===== src/rtl/can_txmb_pkg.sv =====
package can_txmb_pkg;

  typedef enum logic [1:0] {
    MB_EMPTY   = 2'd0,
    MB_PENDING = 2'd1,
    MB_SCHED   = 2'd2,
    MB_SENDING = 2'd3
  } mb_state_e;

  typedef enum logic [1:0] {
    RES_NONE  = 2'd0,
    RES_OK    = 2'd1,
    RES_ALOST = 2'd2,
    RES_TERR  = 2'd3
  } tx_res_e;

endpackage


===== src/rtl/can_txmb_slot.sv =====
module can_txmb_slot
  import can_txmb_pkg::*;
(
  input  logic      clk,
  input  logic      rst,
  input  logic      req,
  input  logic      abort,
  input  logic      clr,
  input  logic      grant,
  input  logic      arb_en,
  input  logic      launch,
  input  logic      auto_retx,
  input  tx_res_e   res,
  output mb_state_e state,
  output logic      req_acc,
  output logic      done_f,
  output logic      ok_f,
  output logic      alost_f,
  output logic      terr_f
);

  mb_state_e nxt;
  logic      abort_hold, hold_nxt;
  logic      set_done, set_ok, set_alost, set_terr;
  logic      wipe;

  assign req_acc = (state == MB_EMPTY) && req;
  assign wipe    = clr || req_acc;

  always_comb begin
    nxt       = state;
    hold_nxt  = abort_hold;
    set_done  = 1'b0;
    set_ok    = 1'b0;
    set_alost = 1'b0;
    set_terr  = 1'b0;
    unique case (state)
      MB_EMPTY: begin
        hold_nxt = 1'b0;
        if (req) nxt = MB_PENDING;
      end
      MB_PENDING: begin
        if (abort) begin
          nxt      = MB_EMPTY;
          set_done = 1'b1;
        end else if (arb_en && grant) begin
          nxt = MB_SCHED;
        end
      end
      MB_SCHED: begin
        if (abort) begin
          nxt      = MB_EMPTY;
          set_done = 1'b1;
        end else if (launch) begin
          nxt = MB_SENDING;
        end else if (arb_en && !grant) begin
          nxt = MB_PENDING;
        end
      end
      MB_SENDING: begin
        if (abort) hold_nxt = 1'b1;
        unique case (res)
          RES_OK: begin
            nxt      = MB_EMPTY;
            set_done = 1'b1;
            set_ok   = 1'b1;
            hold_nxt = 1'b0;
          end
          RES_ALOST, RES_TERR: begin
            set_alost = (res == RES_ALOST);
            set_terr  = (res == RES_TERR);
            hold_nxt  = 1'b0;
            if (auto_retx && !abort_hold && !abort) begin
              nxt = MB_PENDING;
            end else begin
              nxt      = MB_EMPTY;
              set_done = 1'b1;
            end
          end
          default: ;
        endcase
      end
      default: ;
    endcase
  end

  always_ff @(posedge clk) begin
    if (rst) begin
      state      <= MB_EMPTY;
      abort_hold <= 1'b0;
      done_f     <= 1'b0;
      ok_f       <= 1'b0;
      alost_f    <= 1'b0;
      terr_f     <= 1'b0;
    end else begin
      state      <= nxt;
      abort_hold <= hold_nxt;
      done_f     <= (done_f  && !wipe) || set_done;
      ok_f       <= (ok_f    && !wipe) || set_ok;
      alost_f    <= (alost_f && !wipe) || set_alost;
      terr_f     <= (terr_f  && !wipe) || set_terr;
    end
  end


  req_to_pending_chk: assert property (@(posedge clk) disable iff (rst)
    (state == MB_EMPTY && req) |=> (state == MB_PENDING));


  ok_empties_chk: assert property (@(posedge clk) disable iff (rst)
    (state == MB_SENDING && res == RES_OK) |=> (state == MB_EMPTY && ok_f && done_f));


  retry_pending_chk: assert property (@(posedge clk) disable iff (rst)
    (state == MB_SENDING && (res == RES_ALOST || res == RES_TERR) && auto_retx
     && !abort_hold && !abort) |=> (state == MB_PENDING && !done_f));


  abort_queued_chk: assert property (@(posedge clk) disable iff (rst)
    ((state == MB_PENDING || state == MB_SCHED) && abort) |=> (state == MB_EMPTY && done_f && !ok_f));


  held_abort_chk: assert property (@(posedge clk) disable iff (rst)
    (state == MB_SENDING && abort_hold && (res == RES_ALOST || res == RES_TERR))
    |=> (state == MB_EMPTY));

endmodule


===== src/rtl/can_txmb_arb.sv =====
module can_txmb_arb #(
  parameter int NUM_MB = 3,
  parameter int KEY_W  = 29,
  localparam int SEL_W = (NUM_MB > 1) ? $clog2(NUM_MB) : 1
) (
  input  logic              clk,
  input  logic              rst,
  input  logic              prio_mode,
  input  logic [NUM_MB-1:0] req_acc,
  input  logic [NUM_MB-1:0] cand,
  input  logic [KEY_W-1:0]  key [NUM_MB],
  output logic [NUM_MB-1:0] grant
);

  // older[i][j] = 1 when mailbox i was requested before mailbox j
  logic [NUM_MB-1:0] older [NUM_MB];

  always_ff @(posedge clk) begin
    if (rst) begin
      for (int i = 0; i < NUM_MB; i++) older[i] <= '0;
    end else begin
      for (int i = 0; i < NUM_MB; i++) begin
        for (int j = 0; j < NUM_MB; j++) begin
          if (req_acc[i] && req_acc[j]) older[i][j] <= (i < j);
          else if (req_acc[i])          older[i][j] <= 1'b0;
          else if (req_acc[j])          older[i][j] <= 1'b1;
        end
      end
    end
  end

  logic             found;
  logic [SEL_W-1:0] best;

  always_comb begin
    found = 1'b0;
    best  = '0;
    for (int i = 0; i < NUM_MB; i++) begin
      if (cand[i]) begin
        if (!found) begin
          found = 1'b1;
          best  = SEL_W'(i);
        end else if (prio_mode ? older[i][best] : (key[i] < key[best])) begin
          best = SEL_W'(i);
        end
      end
    end
    grant = found ? (NUM_MB'(1) << best) : '0;
  end


  grant_legal_chk: assert property (@(posedge clk) disable iff (rst)
    $onehot0(grant) && ((grant & ~cand) == '0));

endmodule


===== src/rtl/can_txmb_sched.sv =====
module can_txmb_sched
  import can_txmb_pkg::*;
#(
  parameter int NUM_MB = 3,
  parameter int ID_W   = 29,
  parameter int STD_W  = 11,
  parameter int DLC_W  = 4,
  parameter int DATA_W = 64,
  localparam int SEL_W = (NUM_MB > 1) ? $clog2(NUM_MB) : 1,
  localparam int SHIFT = ID_W - STD_W
) (
  input  logic                clk,
  input  logic                rst,
  input  logic                prio_mode,
  input  logic                auto_retx,
  input  logic                cfg_wr,
  input  logic [SEL_W-1:0]    cfg_sel,
  input  logic [ID_W-1:0]     cfg_id,
  input  logic                cfg_ide,
  input  logic [DLC_W-1:0]    cfg_dlc,
  input  logic [DATA_W-1:0]   cfg_data,
  input  logic [NUM_MB-1:0]   tx_req,
  input  logic [NUM_MB-1:0]   tx_abort,
  input  logic [NUM_MB-1:0]   flag_clr,
  input  logic                bus_idle,
  input  logic                res_ok,
  input  logic                res_err,
  input  logic                res_arblost,
  output logic                tx_start,
  output logic [SEL_W-1:0]    tx_mb,
  output logic [ID_W-1:0]     tx_id,
  output logic                tx_ide,
  output logic [DLC_W-1:0]    tx_dlc,
  output logic [DATA_W-1:0]   tx_data,
  output logic [2*NUM_MB-1:0] mb_state,
  output logic [NUM_MB-1:0]   st_done,
  output logic [NUM_MB-1:0]   st_ok,
  output logic [NUM_MB-1:0]   st_alost,
  output logic [NUM_MB-1:0]   st_terr
);

  // frame storage, one entry per mailbox
  logic [ID_W-1:0]   mem_id   [NUM_MB];
  logic              mem_ide  [NUM_MB];
  logic [DLC_W-1:0]  mem_dlc  [NUM_MB];
  logic [DATA_W-1:0] mem_data [NUM_MB];

  mb_state_e         st [NUM_MB];
  logic [ID_W-1:0]   key [NUM_MB];
  logic [NUM_MB-1:0] cand, grant, launch, req_acc, is_send, is_sched, is_empty;
  logic              any_send, launch_any, arb_en, cfg_ok;
  logic [SEL_W-1:0]  launch_idx;
  tx_res_e           res_code;

  always_comb begin
    if (res_ok)           res_code = RES_OK;
    else if (res_arblost) res_code = RES_ALOST;
    else if (res_err)     res_code = RES_TERR;
    else                  res_code = RES_NONE;
  end

  genvar g;
  generate
    for (g = 0; g < NUM_MB; g++) begin : g_mb
      tx_res_e res_g;
      assign is_send[g]  = (st[g] == MB_SENDING);
      assign is_sched[g] = (st[g] == MB_SCHED);
      assign is_empty[g] = (st[g] == MB_EMPTY);
      assign cand[g]     = ((st[g] == MB_PENDING) || is_sched[g]) && !tx_abort[g];
      assign launch[g]   = is_sched[g] && bus_idle && !any_send && !tx_abort[g];
      assign res_g       = is_send[g] ? res_code : RES_NONE;
      assign key[g]      = mem_ide[g] ? mem_id[g] : {mem_id[g][STD_W-1:0], {SHIFT{1'b0}}};
      assign mb_state[2*g +: 2] = st[g];

      can_txmb_slot i_slot (
        .clk       (clk),
        .rst       (rst),
        .req       (tx_req[g]),
        .abort     (tx_abort[g]),
        .clr       (flag_clr[g]),
        .grant     (grant[g]),
        .arb_en    (arb_en),
        .launch    (launch[g]),
        .auto_retx (auto_retx),
        .res       (res_g),
        .state     (st[g]),
        .req_acc   (req_acc[g]),
        .done_f    (st_done[g]),
        .ok_f      (st_ok[g]),
        .alost_f   (st_alost[g]),
        .terr_f    (st_terr[g])
      );
    end
  endgenerate

  assign any_send   = |is_send;
  assign launch_any = |launch;
  assign arb_en     = !any_send && !launch_any;

  can_txmb_arb #(
    .NUM_MB (NUM_MB),
    .KEY_W  (ID_W)
  ) i_arb (
    .clk       (clk),
    .rst       (rst),
    .prio_mode (prio_mode),
    .req_acc   (req_acc),
    .cand      (cand),
    .key       (key),
    .grant     (grant)
  );

  always_comb begin
    launch_idx = '0;
    for (int i = 0; i < NUM_MB; i++)
      if (launch[i]) launch_idx = SEL_W'(i);
  end

  assign cfg_ok = cfg_wr && (int'(cfg_sel) < NUM_MB) && is_empty[cfg_sel];

  always_ff @(posedge clk) begin
    if (cfg_ok) begin
      mem_id[cfg_sel]   <= cfg_id;
      mem_ide[cfg_sel]  <= cfg_ide;
      mem_dlc[cfg_sel]  <= cfg_dlc;
      mem_data[cfg_sel] <= cfg_data;
    end
  end

  always_ff @(posedge clk) begin
    if (rst) begin
      tx_start <= 1'b0;
      tx_mb    <= '0;
      tx_id    <= '0;
      tx_ide   <= 1'b0;
      tx_dlc   <= '0;
      tx_data  <= '0;
    end else begin
      tx_start <= launch_any;
      if (launch_any) begin
        tx_mb   <= launch_idx;
        tx_id   <= mem_id[launch_idx];
        tx_ide  <= mem_ide[launch_idx];
        tx_dlc  <= mem_dlc[launch_idx];
        tx_data <= mem_data[launch_idx];
      end
    end
  end


  single_owner_chk: assert property (@(posedge clk) disable iff (rst)
    $countones(is_send | is_sched) <= 1);


  start_matches_chk: assert property (@(posedge clk) disable iff (rst)
    tx_start |-> is_send[tx_mb]);


  stray_result_chk: assert property (@(posedge clk) disable iff (rst)
    (!any_send && (res_ok || res_err || res_arblost) && flag_clr == '0 && tx_req == '0)
    |=> $stable(st_ok) && $stable(st_alost) && $stable(st_terr));

endmodule


===== config.mk =====
export PLATFORM = sky130hd
export DESIGN_NAME = can_txmb_sched
export DESIGN_NICKNAME = d
export VERILOG_FILES = /design/src/rtl/can_txmb_pkg.sv /design/src/rtl/can_txmb_slot.sv /design/src/rtl/can_txmb_arb.sv /design/src/rtl/can_txmb_sched.sv
export SDC_FILE = /design/constraint.sdc
export NUM_CORES = 1
export LEC_CHECK = 0
export ABC_AREA = 1
export BUFFER_PORTS_ARGS = -buffer_cell sky130_fd_sc_hd__buf_2
export CELL_PAD_IN_SITES_DETAIL_PLACEMENT = 0
export CELL_PAD_IN_SITES_GLOBAL_PLACEMENT = 1
export CORE_MARGIN = 10
export CORE_UTILIZATION = 41
export DETAILED_ROUTE_END_ITERATION = 12
export GPL_TIMING_DRIVEN = 0
export PLACE_DENSITY_LB_ADDON = 0.1
export SYNTH_ARGS = -nofsm -noshare
export SYNTH_HDL_FRONTEND = slang
export SYNTH_SLANG_ARGS = --single-unit

===== constraint.sdc =====
create_clock -name clk -period 8.37 [get_ports clk]
set_input_delay 1.2555 -clock clk [delete_from_list [all_inputs] [get_ports clk]]
set_output_delay 1.2555 -clock clk [all_outputs]
set_load 0.01 [all_outputs]

# Yosys cells after proc, flatten, opt, wreduce, memory -nomap -nowiden
# Memories as Yosys holds them, arrays and structs flattened. A register that Yosys moved wholly into a read port is not among the register bits.
# Index checks and enable logic that the tools add are counted.
[op_classes]
shifts = 1
n_reduce_logical = 100
n_bitwise = 22
mux = 181
n_addsub = 0
multipliers = 0
order_cmp = 6
eq_ne = 33
div_mod_pow = 0
[op_table]
columns = ["op", "n"]
rows = [
  ["$mux 29", 5],
  ["$mux 1", 127],
  ["$mux 2", 30],
  ["$bmux 29 s2", 1],
  ["$lt 29x29->1", 2],
  ["$logic_and 1x1->1", 45],
  ["$eq 2x2->1 const B", 12],
  ["$pmux 2 s4", 3],
  ["$or 1x1->1", 21],
  ["$logic_or 1x1->1", 18],
  ["$pmux 1 s2", 9],
  ["$reduce_or 3->1", 5],
  ["$logic_not 1->1", 14],
  ["$eq 2x1->1 const B", 6],
  ["$ne 4x2->1 const B", 3],
  ["$pmux 2 s2", 3],
  ["$reduce_and 4->1", 3],
  ["$reduce_or 2->1", 6],
  ["$ne 3x1->1 const B", 3],
  ["$ne 3x2->1 const B", 3],
  ["$ne 3x3->1 const B", 3],
  ["$logic_not 2->1", 3],
  ["$lt 2x3->1 const B", 2],
  ["$ne 2x2->1 const B", 3],
  ["other kinds (8)", 13],
]
[totals]
n_memories = 5
reg_bits = 24
rom_bits = 0
latch_bits = 0
out_inout_bits = 119
elab_cells = 368
ram_bits = 303
input_bits = 118
[memory_table]
columns = ["memory", "words", "word_bits", "read_ports", "rd_ports_with_merged_regs", "write_ports", "line_no", "rtl"]
rows = [
  ["mem_data", 3, 64, 1, 1, 1, "can_txmb_sched.sv:46", "logic [DATA_W-1:0] mem_data [NUM_MB];"],
  ["mem_id", 3, 29, 4, 1, 1, "can_txmb_sched.sv:43", "logic [ID_W-1:0] mem_id [NUM_MB];"],
  ["mem_dlc", 3, 4, 1, 1, 1, "can_txmb_sched.sv:45", "logic [DLC_W-1:0] mem_dlc [NUM_MB];"],
  ["i_arb.older", 3, 3, 2, 0, 3, "can_txmb_arb.sv:16", "logic [NUM_MB-1:0] older [NUM_MB];"],
  ["mem_ide", 3, 1, 4, 1, 1, "can_txmb_sched.sv:44", "logic mem_ide [NUM_MB];"],
]

# Longest topological paths before layout
# Gate-level depths: netlist of the first run.
# An unclocked memory read counts as a cell.
[logic_depth]
depth_word = 24
ltp_mapped = 35

# By module
# A second synthesis of the first run with hierarchy kept.
[hier_totals]
hier_cells = 2171
hier_area_um2 = 19393.6
[modules_own_cells]
columns = ["module", "seq_area_each_um2", "cells_per_inst", "area_per_inst_um2", "n_inst"]
rows = [
  ["can_txmb_sched", 10850.4, 1650, 16134.2, 1],
  ["can_txmb_arb", 90.1, 314, 1893.1, 1],
  ["can_txmb_slot", 140.1, 69, 455.4, 3],
]

# Worst setup path after synthesis of the first run
# OpenSTA, ideal clock, no wires.
[synth_path]
path_kind = "in2reg"
start = "in cfg_sel[0]"
end = "mem mem_data[0][0] (enable)"
n_path_buf = 0
t_arrival_ns = 8.242
required_ns = 7.694
stages = 5
slack_ns = -0.548
path_cell_list = "nor2_1 > a21oi_1 > o21ai_0 > nand3_1 > nor3_1"
[synth_between]
elab_chain_cells = 5
word_cells_on_any_way = 7
classes_between = "order compare: 1; mux: 4; reduce/logical: 2"
[synth_rtl]
columns = ["item", "line_no", "rtl"]
rows = [
  ["from (decl)", "can_txmb_sched.sv:17", "input logic [SEL_W-1:0] cfg_sel,"],
  ["$lt 2x2->1 / $bmux 1 s2 (equally long branches)", "can_txmb_sched.sv:119", "assign cfg_ok = cfg_wr && (int'(cfg_sel) < NUM_MB) && is_empty[cfg_sel];"],
  ["$logic_and 1x1->1 / $mux 1 (equally long branches)", "can_txmb_sched.sv:119", ""],
  ["$logic_and 1x1->1", "can_txmb_sched.sv:119", ""],
  ["$mux 1", "can_txmb_sched.sv:122", "if (cfg_ok) begin"],
  ["$mux 1 (implied by the code)", "can_txmb_sched.sv:126", "mem_data[cfg_sel] <= cfg_data;"],
  ["to (decl)", "can_txmb_sched.sv:46", ""],
]
# Several ways; a longest one is shown, not always the timed one. The select of a mux whose other input is x is not followed.

==> results.md, run 1 <==
- Die area: 52200 um2
- CP Launch Type: register
- CTS clk-pin slew, worst paths: 0.06 ns
- Largest cells by area after synthesis: edfxtp_1, dfxtp_1, o21ai_0
- Area delta synth->final: 20.4%
- Cell Int Power: 3.86 mW
- Hold Crit Class: reg -> reg
- Post-synth net total: 1819
- Slowest cell delay on critical path: 0.68 ns
- Yosys reg bits: 419
- Sequential area share after synthesis: 63.7%
- Hold Buf Count CTS: 0
- Status: completed
- Top delay family on crit path: buffers and inverters
- Max frequency: 159 MHz
- WS Path Type: reg -> reg
- GRT overflow: 0
- Chip width: 229 um
- Tightest Pin Transition: 1.13 ns
- Worst Path Buf+Inv: 6
- Worst path depth: 33
- Required @ worst endpoint: 8.88 ns
- Total number of yosys warnings: 0
- Worst vdd ir: 148 uV
- Slew headroom: 24.7%
- Crit share post-route: 75.1%
- Htree depth: 2
- Worst Skew: 0.0168 ns
- Post-CTS setup buffer count: 0
- Crit-path max FO: 10
- Routability-driven placement congestion ratio: 0.870
- Post-DR wirelength/cell: 22.0 um
- Fin area: 21500 um2
- Net Sw Frac: 29.9%
- Root buf cell: clkbuf_16
- P per Cell Area: 257 nW/um2
- Hold Fails Final Rpt: 0
- Critical Path AT: 6.80 ns
- CTS Buf Count: 45
- Initial Util: 41.4%
- Setup crit end kind: register
- Switch Pwr: 1.65 mW
- CTS tree: yes
- Clock buffer depth: 3
- Number of I/O port buffers: 236
- Synth Cell Area: 17800 um2
- CP max stage cell: buf_1
- Core area: 43100 um2
- Synth top area share: 50.0%
- Setup Viol. Count Final: 0
- DRC: 0
- Hold Path Depth: 2
- Clock Latency Late Sink: 0.58 ns
- Sequential share of power: 45.2%
- Vias post-DR: 13512
- # nets final: 2127
- Pleak: 8.60 nW
- Antenna Nets Post-Route: 0
- # rows: 76
- First DRT Iteration DRCs: 1044
- Slew Viols, Final: 0
- Final min period: 6.29 ns
- RSZ-0062 raised after global routing: no
- Post-DP Area: 20000 um2
- Most frequent CP cell: nand2_1
- Ratio of cells with drive above 1 in the final layout: 18.6%
- Largest net degree at the start of global routing: 57
- Clock Sinks: 419
- Register area: 11400 um2
- Comb power frac: 20.3%
- R2R cell count: 33
- First-pass DRT Iterations: 7
- Area of the multi-input gates: 5630 um2
- Die Ht: 229 um
- First-pass GRT wire length: 83600 um
- Boundary Pins: 237
- Dpl hpwl: 40900 um
- Netlist cell types: 38
- PostCTS Resize Cnt: 0
- Final hold slack: 0.466 ns
- Vias in the first global route: 13454
- Avg Inst Size Synth: 10.9 um2
- Post-Route WL: 56400 um
- Overall Global Routing Usage: 20.9%
- Via density: 5.27
- Area leader, netlist: edfxtp_1
- FILL cells: 3997
- Max Cap Violations: 0
- Util after Layout: 49.8%
- Initial antenna violation count: 13
- Clock Power Share: 34.5%
- Post-synthesis cell count: 1633
## area by class of cell
class	instances	share of cell area [%]
sequential	419	52.9
buffer	105	2.08
timing repair buffer	261	6.88
clock buffer	61	5.72
clock inverter	21	0.787
multi-input combinational	1002	26.2
tap	585	3.41
inverter	107	1.90
antenna	5	0.0583
## power groups by stage
stage               Combinational (mW)  Sequential [mW]  Clock (mW)
finish                            1.12             2.49        1.90
global route                      1.26             2.50        2.03
CTS                               1.13             2.49        1.94
detailed placement                1.12             2.53           0
global placement                  1.10             2.56           0
floorplan                        0.639             2.55           0
## layout by cell type (no fill, tap or decap), types with 21 or more instances in the layout
cell,count
a21boi_0,85
dfxtp_1,122
ha_1,68
o21ai_0,237
clkbuf_1,91
inv_1,104
clkbuf_16,46
nand3_1,117
edfxtp_1,297
buf_6,21
nor2_1,44
a21oi_1,137
nand2_1,222
buf_2,241
## worst register-to-register path: cells and delay by family, from the launching register on
family          cells  cell delay, ns
fa+ha+maj           2            0.65
buf+inv             6            2.27
compound gates      5            1.15
simple gates       20            1.79
flops               1            0.36
## layer usage
| metal | vias to the layer above | wire (um) | track usage [%] |
|---|---|---|---|
| met2 | 350 | 27400 | 35.4 |
| li1 | 6446 | - | - |
| met1 | 6623 | 24500 | 26.6 |
| met3 | 79 | 3340 | 4.44 |
| met4 | 14 | 1110 | 5.94 |
| met5 | - | 91 | 0 |
## synth_stat cells, drive strengths merged
master   number
dfxtp       122
a21boi       85
a2111oi       2
a221oi        1
nand2       227
inv         107
nor4          3
mux2         11
nor2         49
and2          1
nor3         10
and3          2
a21o          2
a31oi         1
a211oi        3
mux2i        11
ha           68
a21oi       137
buf          27
clkbuf       78
o221a         1
o21ai       255
nand4         9
o32ai         1
o21bai        1
nand3       117
o31ai         1
edfxtp      297
o22ai         3
o221ai        1
## sequential cells by signal (all words and copies together) (netlist names)
signal,flops
tx_ide,1
tx_start,1
mem_dlc,12
mem_ide,3
mem_data,192
tx_data,64
mem_id,87
tx_mb,2
g_mb.i_slot.done_f,3
g_mb.i_slot.ok_f,3
g_mb.i_slot.terr_f,3
g_mb.i_slot.state,6
g_mb.i_slot.abort_hold,3
tx_id,29
i_arb.older,3
g_mb.i_slot.alost_f,3
tx_dlc,4
## metrics by stage
stage               instances  setup WS [ns]  power [mW]  setup TNS (ns)
global route             2563           1.46        5.79               0
global placement         2454          -6.82        3.65        -1315.72
detailed placement       2479           2.07        3.66               0
floorplan                1633         -0.548        3.19         -107.48
finish                   2566           2.08        5.51               0
CTS                      2561           2.06        5.56               0
## final timing paths
kind | startpoint | end | slack [ns]
setup / recovery | mem_ide[0]$_DFFE_PP_ | g_mb[1].i_slot.state[0]$_SDFFE_PP0P_ | 2.08
setup reg to reg | mem_ide[0]$_DFFE_PP_ | g_mb[1].i_slot.state[0]$_SDFFE_PP0P_ | 2.08
hold reg to reg | g_mb[0].i_slot.ok_f$_SDFF_PP0_ | g_mb[0].i_slot.ok_f$_SDFF_PP0_ | 0.47
hold / removal | g_mb[0].i_slot.ok_f$_SDFF_PP0_ | g_mb[0].i_slot.ok_f$_SDFF_PP0_ | 0.47
## cells by family (layout without fill, tap and decap cells)
logic type | after synthesis | in the layout | synth area share, %
compound gates | 494 | 494 | 15.3
flops | 419 | 419 | 63.7
simple gates | 418 | 418 | 10.1
buf+inv | 212 | 555 | 4.75
fa+ha+maj | 68 | 68 | 4.77
mux | 22 | 22 | 1.31
other cells | 0 | 5 | 0
(Power assumes the default switching activity.)
==> inputs of run 2 (changes only) <==
- clock period: 8.37 -> 5.2 ns (I/O delays scaled with it)
==> run 2 against run 1 <==
Global-route usage rose by 0.13 points. Wire length increased by 0.57%. Register-to-register slack lost 1.7 ns. Via count down 0.20%. Largest cell class unchanged.
==> results.md, run 2 (synthesis results as in run 1) <==
- CTS tree: yes
- Tightest Pin Transition: 0.962 ns (-0.167 ns)
- Area of the multi-input gates: 5700 um2 (+1.2%)
- Final WS setup: 0.374 ns (-1.71 ns)
- Largest net degree at the start of global routing: 53 (-7.0%)
- Chip width: 229 um (unchanged)
- Routability-driven placement congestion ratio: 0.896 (+3.0%)
- Worst vdd ir: 283 uV (+91%)
- Post-DP Area: 20100 um2 (+0.22%)
- Final hold slack: 0.395 ns (-0.0708 ns)
- Pre-CTS WS: -1.32 ns (-3.38 ns)
- Worst Skew: 0.0180 ns (+0.00113 ns)
- GRT overflow: 0 (unchanged)
- Die area: 52200 um2 (unchanged)
- First-pass GRT wire length: 84500 um (+1.1%)
- Hold Crit Class: in -> reg
- Most frequent CP cell: nand2_1
- Setup crit end kind: register
- # nets final: 2119 (-0.38%)
- Final min period: 4.83 ns (-1.46 ns)
- Crit-path max FO: 10 (unchanged)
- Core area: 43100 um2 (unchanged)
- Setup TNS: 0 ns (unchanged)
- Post-DR wirelength/cell: 22.1 um (+0.85%)
- Vias post-DR: 13485 (-0.20%)
- Initial Util: 41.4% (unchanged)
- First-pass DRT Iterations: 6 (-1)
- Dpl hpwl: 40700 um (-0.54%)
- Post-Route WL: 56700 um (+0.57%)
- First DRT Iteration DRCs: 1133 (+8.5%)
- P per Cell Area: 422 nW/um2 (+64%)
- Clock buffer depth: 3 (unchanged)
- Slew headroom: 35.9% (+11 points)
- Area delta synth->final: 22.0%
- Die Ht: 229 um (unchanged)
- WS Path Type: reg -> reg
- Initial antenna violation count: 11 (-2)
- Util after Layout: 50.5% (+0.69 points)
- Top flop regs: mem_data x192, mem_id x87, tx_data x64
- Register area: 11400 um2 (unchanged)
- Number of I/O port buffers: 236 (unchanged)
- Hold Buf Count CTS: 0 (unchanged)
- Antenna Nets Post-Route: 0 (unchanged)
- Setup Viol. Count Final: 0 (unchanged)
- Max reg flops: 192 (unchanged)
- Vias in the first global route: 13633 (+1.3%)
- Total power: 9.18 mW (+67%)
- DRC: 0 (unchanged)
- Crit share post-route: 92.8% (+18 points)
- Required @ worst endpoint: 5.71 ns (-3.17 ns)
- CP Launch Type: register
- CTS clk-pin slew, worst paths: 0.06 ns (about the same)
- Max Cap Violations: 0 (unchanged)
- Most frequent cells in the layout: edfxtp_1, buf_2, o21ai_0
- Htree depth: 2 (unchanged)
- Boundary Pins: 237 (unchanged)
- # rows: 76 (unchanged)
- FILL cells: 3976 (-0.53%)
- Fin area: 21800 um2 (+1.4%)
- Worst R2R Start: mem_ide[1]$_DFFE_PP_
- Ratio of cells with drive above 1 in the final layout: 19.6% (+0.97 points)
- CTS Buf Count: 45 (unchanged)
- Biggest register: mem_data
- Status: completed
- Slew Viols, Final: 0 (unchanged)
- Clock Latency Late Sink: 0.58 ns (about the same)
- Hold Fails Final Rpt: 0 (unchanged)
- Non-Filler Instances: 2559 (-0.27%)
- Hold_sp: cfg_dlc[3]
- Overall Global Routing Usage: 21.1% (+0.13 points)
- Most common cell after layout, fill and taps aside: edfxtp_1
- Max frequency: 207 MHz (+30%)
- Pleak: 8.71 nW (+1.3%)
- Clock Sinks: 419 (unchanged)
- Root buf cell: clkbuf_16
- Via density: 5.27 (about the same)
- RSZ-0062 raised after global routing: no
- CP max stage cell: edfxtp_1
- Cells after DPL: 2469 (-0.40%)
- Slowest cell delay on critical path: 0.49 ns (-0.19 ns)
- Critical Path AT: 5.34 ns (-1.46 ns)
- Worst Setup SP: mem_ide[1]$_DFFE_PP_
[run 2: changes by cell type in the layout (fill, tap and decap cells not counted), moves of 5 or more]
cell      previous run  this run
buf_8                1         7
buf_16               1         8
buf_4               14        21
clkinv_1             6         1
o21ai_1             18        27
o21ai_0            237       228
clkbuf_1            91        83
buf_6               21         3
[run 2: worst paths after layout]
kind / to / slack [ns] / cells past startpoint
worst max-delay path: g_mb[0].i_slot.state[0]$_SDFFE_PP0P_ / 0.37 / 32
worst min register to register: g_mb[2].i_slot.done_f$_SDFF_PP0_ / 0.47 / 2
worst min-delay path: mem_dlc[2][3]$_DFFE_PP_ / 0.39 / 1
worst max register to register: g_mb[0].i_slot.state[0]$_SDFFE_PP0P_ / 0.37 / 32
[run 2: timing repair]
item,4_1_cts,5_1_grt
endpoints found under the setup margin,6,6
hold endpoints to repair,0,0
pin swaps,0,3
resized for setup,18,48
buffers inserted,0,2
cloned,0,0
[run 2: final cells by class]
type | count | share of cell area, %
Tap cell | 585 | 3.36
Clock buffer | 67 | 5.88
Clock inverter | 17 | 1.12
Sequential cell | 419 | 52.2
Antenna cell | 4 | 0.0460
Timing Repair Buffer | 253 | 6.99
Buffer | 105 | 2.31
Multi-Input combinational cell | 1002 | 26.2
Inverter | 107 | 1.87
[run 2: layer usage]
| metal | GRT usage [%] | routed length (um) |
|---|---|---|
| met2 | 34.9 | 27100 |
| met4 | 6.23 | 1500 |
| met5 | 0 | 103 |
| met1 | 27.0 | 24600 |
| met3 | 4.72 | 3310 |
[run 2: critical path: cells and delay by family (launching register included)]
family / cells / cell delay [ns]
simple gates: 21 / 2.31
compound gates: 3 / 0.38
fa+ha+maj: 2 / 0.60
flops: 1 / 0.49
buf+inv: 6 / 0.95
[run 2: power by group]
group / total (mW) / switching, mW / internal (mW)
Sequential: 4.00 / 0.153 / 3.85
Combinational: 1.86 / 1.23 / 0.635
Clock: 3.32 / 1.35 / 1.96
Total: 9.18 / 2.73 / 6.45
==> inputs of run 3 (changes only) <==
- RECOVER_POWER: default -> 100
==> run 3 against run 2 <==
The run now ends with max-capacitance violations, max-slew violations left. Non-clock buffer count did not move. Cell area fell by 2.6%. Sequential power is essentially flat. Clock power hardly changed. Combinational power fell by 4%. Largest cell class unchanged.
==> results.md, run 3 (synthesis results as in run 1) <==
- Status: finished with violations
- Violated checks: max-capacitance violations, max-slew violations
- Chip width: 229 um (unchanged)
- CP Launch Type: register
- Vias post-DR: 13517 (+0.24%)
- CTS tree: yes
- CTS Buf Count: 45 (unchanged)
- First DRT Iteration DRCs: 1025 (-9.5%)
- Worst Skew: 0.0171 ns (-0.000819 ns)
- Net Sw Frac: 30.0% (+0.23 points)
- P per Cell Area: 430 nW/um2 (+2.0%)
- Number of I/O port buffers: 236 (unchanged)
- # nets final: 2119 (unchanged)
- Most common cell after layout, fill and taps aside: clkbuf_1
- Critical Path AT: 5.47 ns (+0.13 ns)
- # rows: 76 (unchanged)
- Worst vdd ir: 283 uV (about the same)
- Comb power frac: 19.6% (-0.7 points)
- DRC: 0 (unchanged)
- Hold Fails Final Rpt: 0 (unchanged)
- Root buf cell: clkbuf_16
- Post-Route WL: 56900 um (+0.46%)
- Crit share post-route: 95.5% (+2.7 points)
- Post-DR wirelength/cell: 22.3 um (+0.53%)
- Dpl hpwl: 40700 um (unchanged)
- Hold Crit Class: in -> reg
- Antenna Nets Post-Route: 0 (unchanged)
- Setup Viol. Count Final: 0 (unchanged)
- Max frequency: 201 MHz (-2.8%)
- Final min period: 4.96 ns (+0.138 ns)
- Most frequent cells in the layout: clkbuf_1, edfxtp_1, o21ai_0
- Pleak: 7.79 nW (-11%)
- Crit-path max FO: 10 (unchanged)
- Final WS setup: 0.235 ns (-0.138 ns)
- Overall Global Routing Usage: 21.1% (unchanged)
- Slew headroom: -83.3% (-120 points)
- Clock Sinks: 419 (unchanged)
- Vias in the first global route: 13633 (unchanged)
- Max Cap Violations: 1 (+1)
- Hold Buf Count CTS: 0 (unchanged)
- Clock Latency Late Sink: 0.59 ns (about the same)
- Boundary Pins: 237 (unchanged)
- Switch Pwr: 2.73 mW (about the same)
- Setup crit end kind: register
- Largest net degree at the start of global routing: 53 (unchanged)
- First-pass GRT wire length: 84500 um (unchanged)
- WS Path Type: reg -> reg
- Top flop regs: mem_data x192, mem_id x87, tx_data x64
- Util after Layout: 49.2% (-1.3 points)
- Slew Viols, Final: 48 (+48)
- Routability-driven placement congestion ratio: 0.896 (unchanged)
- Area delta synth->final: 18.8%
- Sequential share of power: 44.0% (+0.4 points)
- Ratio of cells with drive above 1 in the final layout: 7.56% (-12 points)
- CTS clk-pin slew, worst paths: 0.06 ns (about the same)
- Pre-CTS WS: -1.32 ns (unchanged)
- Die area: 52200 um2 (unchanged)
- FILL cells: 4118 (+3.6%)
- Via density: 5.29 (+0.32%)
- RSZ-0062 raised after global routing: no
- Htree depth: 2 (unchanged)
- Clock buffer depth: 3 (unchanged)
- First-pass DRT Iterations: 5 (-1)
- Initial antenna violation count: 7 (-4)
- Max reg flops: 192 (unchanged)
- Biggest register: mem_data
- Core area: 43100 um2 (unchanged)
- Tightest Pin Transition: 2.73 ns (+1.77 ns)
- GRT overflow: 0 (unchanged)
- Initial Util: 41.4% (unchanged)
- Required @ worst endpoint: 5.70 ns (about the same)
- Die Ht: 229 um (unchanged)
- Clock Power Share: 36.4% (+0.3 points)
- Setup TNS: 0 ns (unchanged)
- Cell Int Power: 6.38 mW (-1.0%)
run 3: cell types whose count changed in the layout (fill, tap and decap cells not counted), moves of 7 or more:
cell / change
o21ai_0: +17
buf_2: -221
buf_8: -7
clkbuf_1: +234
o21ai_1: -17
buf_16: -8
run 3: metrics by stage:
step                total power, mW  instance area (um2)  instances  hold WS (ns)
finish                         9.12                21200       2557         0.419
floorplan                      5.12                17800       1633         0.440
global route                   9.56                21200       2556         0.406
detailed placement             5.90                20100       2469         0.461
CTS                            9.23                21700       2553         0.357
global placement               5.87                19700       2454         0.455
run 3: power by group through the flow:
| stage | combinational [mW] | sequential (mW) | clock (mW) |
|---|---|---|---|
| after floorplan | 1.03 | 4.10 | 0 |
| after global placement | 1.77 | 4.10 | 0 |
| after detailed placement | 1.82 | 4.07 | 0 |
| after CTS | 1.85 | 4.00 | 3.38 |
| after global routing | 2.01 | 4.04 | 3.51 |
| final | 1.78 | 4.01 | 3.32 |
run 3: cell type report:
class	count	area, um2	area share, %
inverters	107	403	1.90
clock inverters	17	244	1.15
well taps	585	732	3.46
repair buffers	253	986	4.66
clock buffers	67	1280	6.04
diodes	2	5.00	0.0236
flip-flops and latches	419	11400	53.6
plain buffers	105	499	2.36
multi-input cells	1002	5670	26.8
run 3: path summary, 6_finish.rpt:
path,start,endpoint,slack [ns],depth (start not counted)
setup / recovery,g_mb[2].i_slot.state[0]$_SDFFE_PP0P_,tx_data[42]$_SDFFE_PP0P_,0.24,10
hold / removal,cfg_dlc[3],mem_dlc[2][3]$_DFFE_PP_,0.42,1
setup reg to reg,g_mb[2].i_slot.state[0]$_SDFFE_PP0P_,tx_data[42]$_SDFFE_PP0P_,0.24,10
hold reg to reg,g_mb[2].i_slot.done_f$_SDFF_PP0_,g_mb[2].i_slot.done_f$_SDFF_PP0_,0.47,2
run 3: metal layers:
metal,global-route usage [%],vias to the layer above,routed length [um]
met2,34.9,356,27200
met1,27.0,6637,24700
met3,4.72,100,3380
met5,0,-,71
li1,-,6414,-
met4,6.23,10,1510
run 3: critical path, stage by stage (launching register included):
cell and delay, ns:
dfxtp_1 0.35, ha_1 0.30, nor3_1 0.33, nand2_1 0.25, nor2_1 1.06, nor3_1 0.21
nor2_1 1.13, clkbuf_1 0.47, clkbuf_1 0.44, o21ai_0 0.15, o21ai_0 0.19
run 3: repair_timing:
| action | 4_1_cts | 5_1_grt |
|---|---|---|
| gates resized for setup | 18 | 48 |
| pin swaps | 0 | 3 |
| setup endpoints to repair | 6 | 6 |
| buffers inserted | 0 | 2 |
| hold endpoints to repair | 0 | 0 |
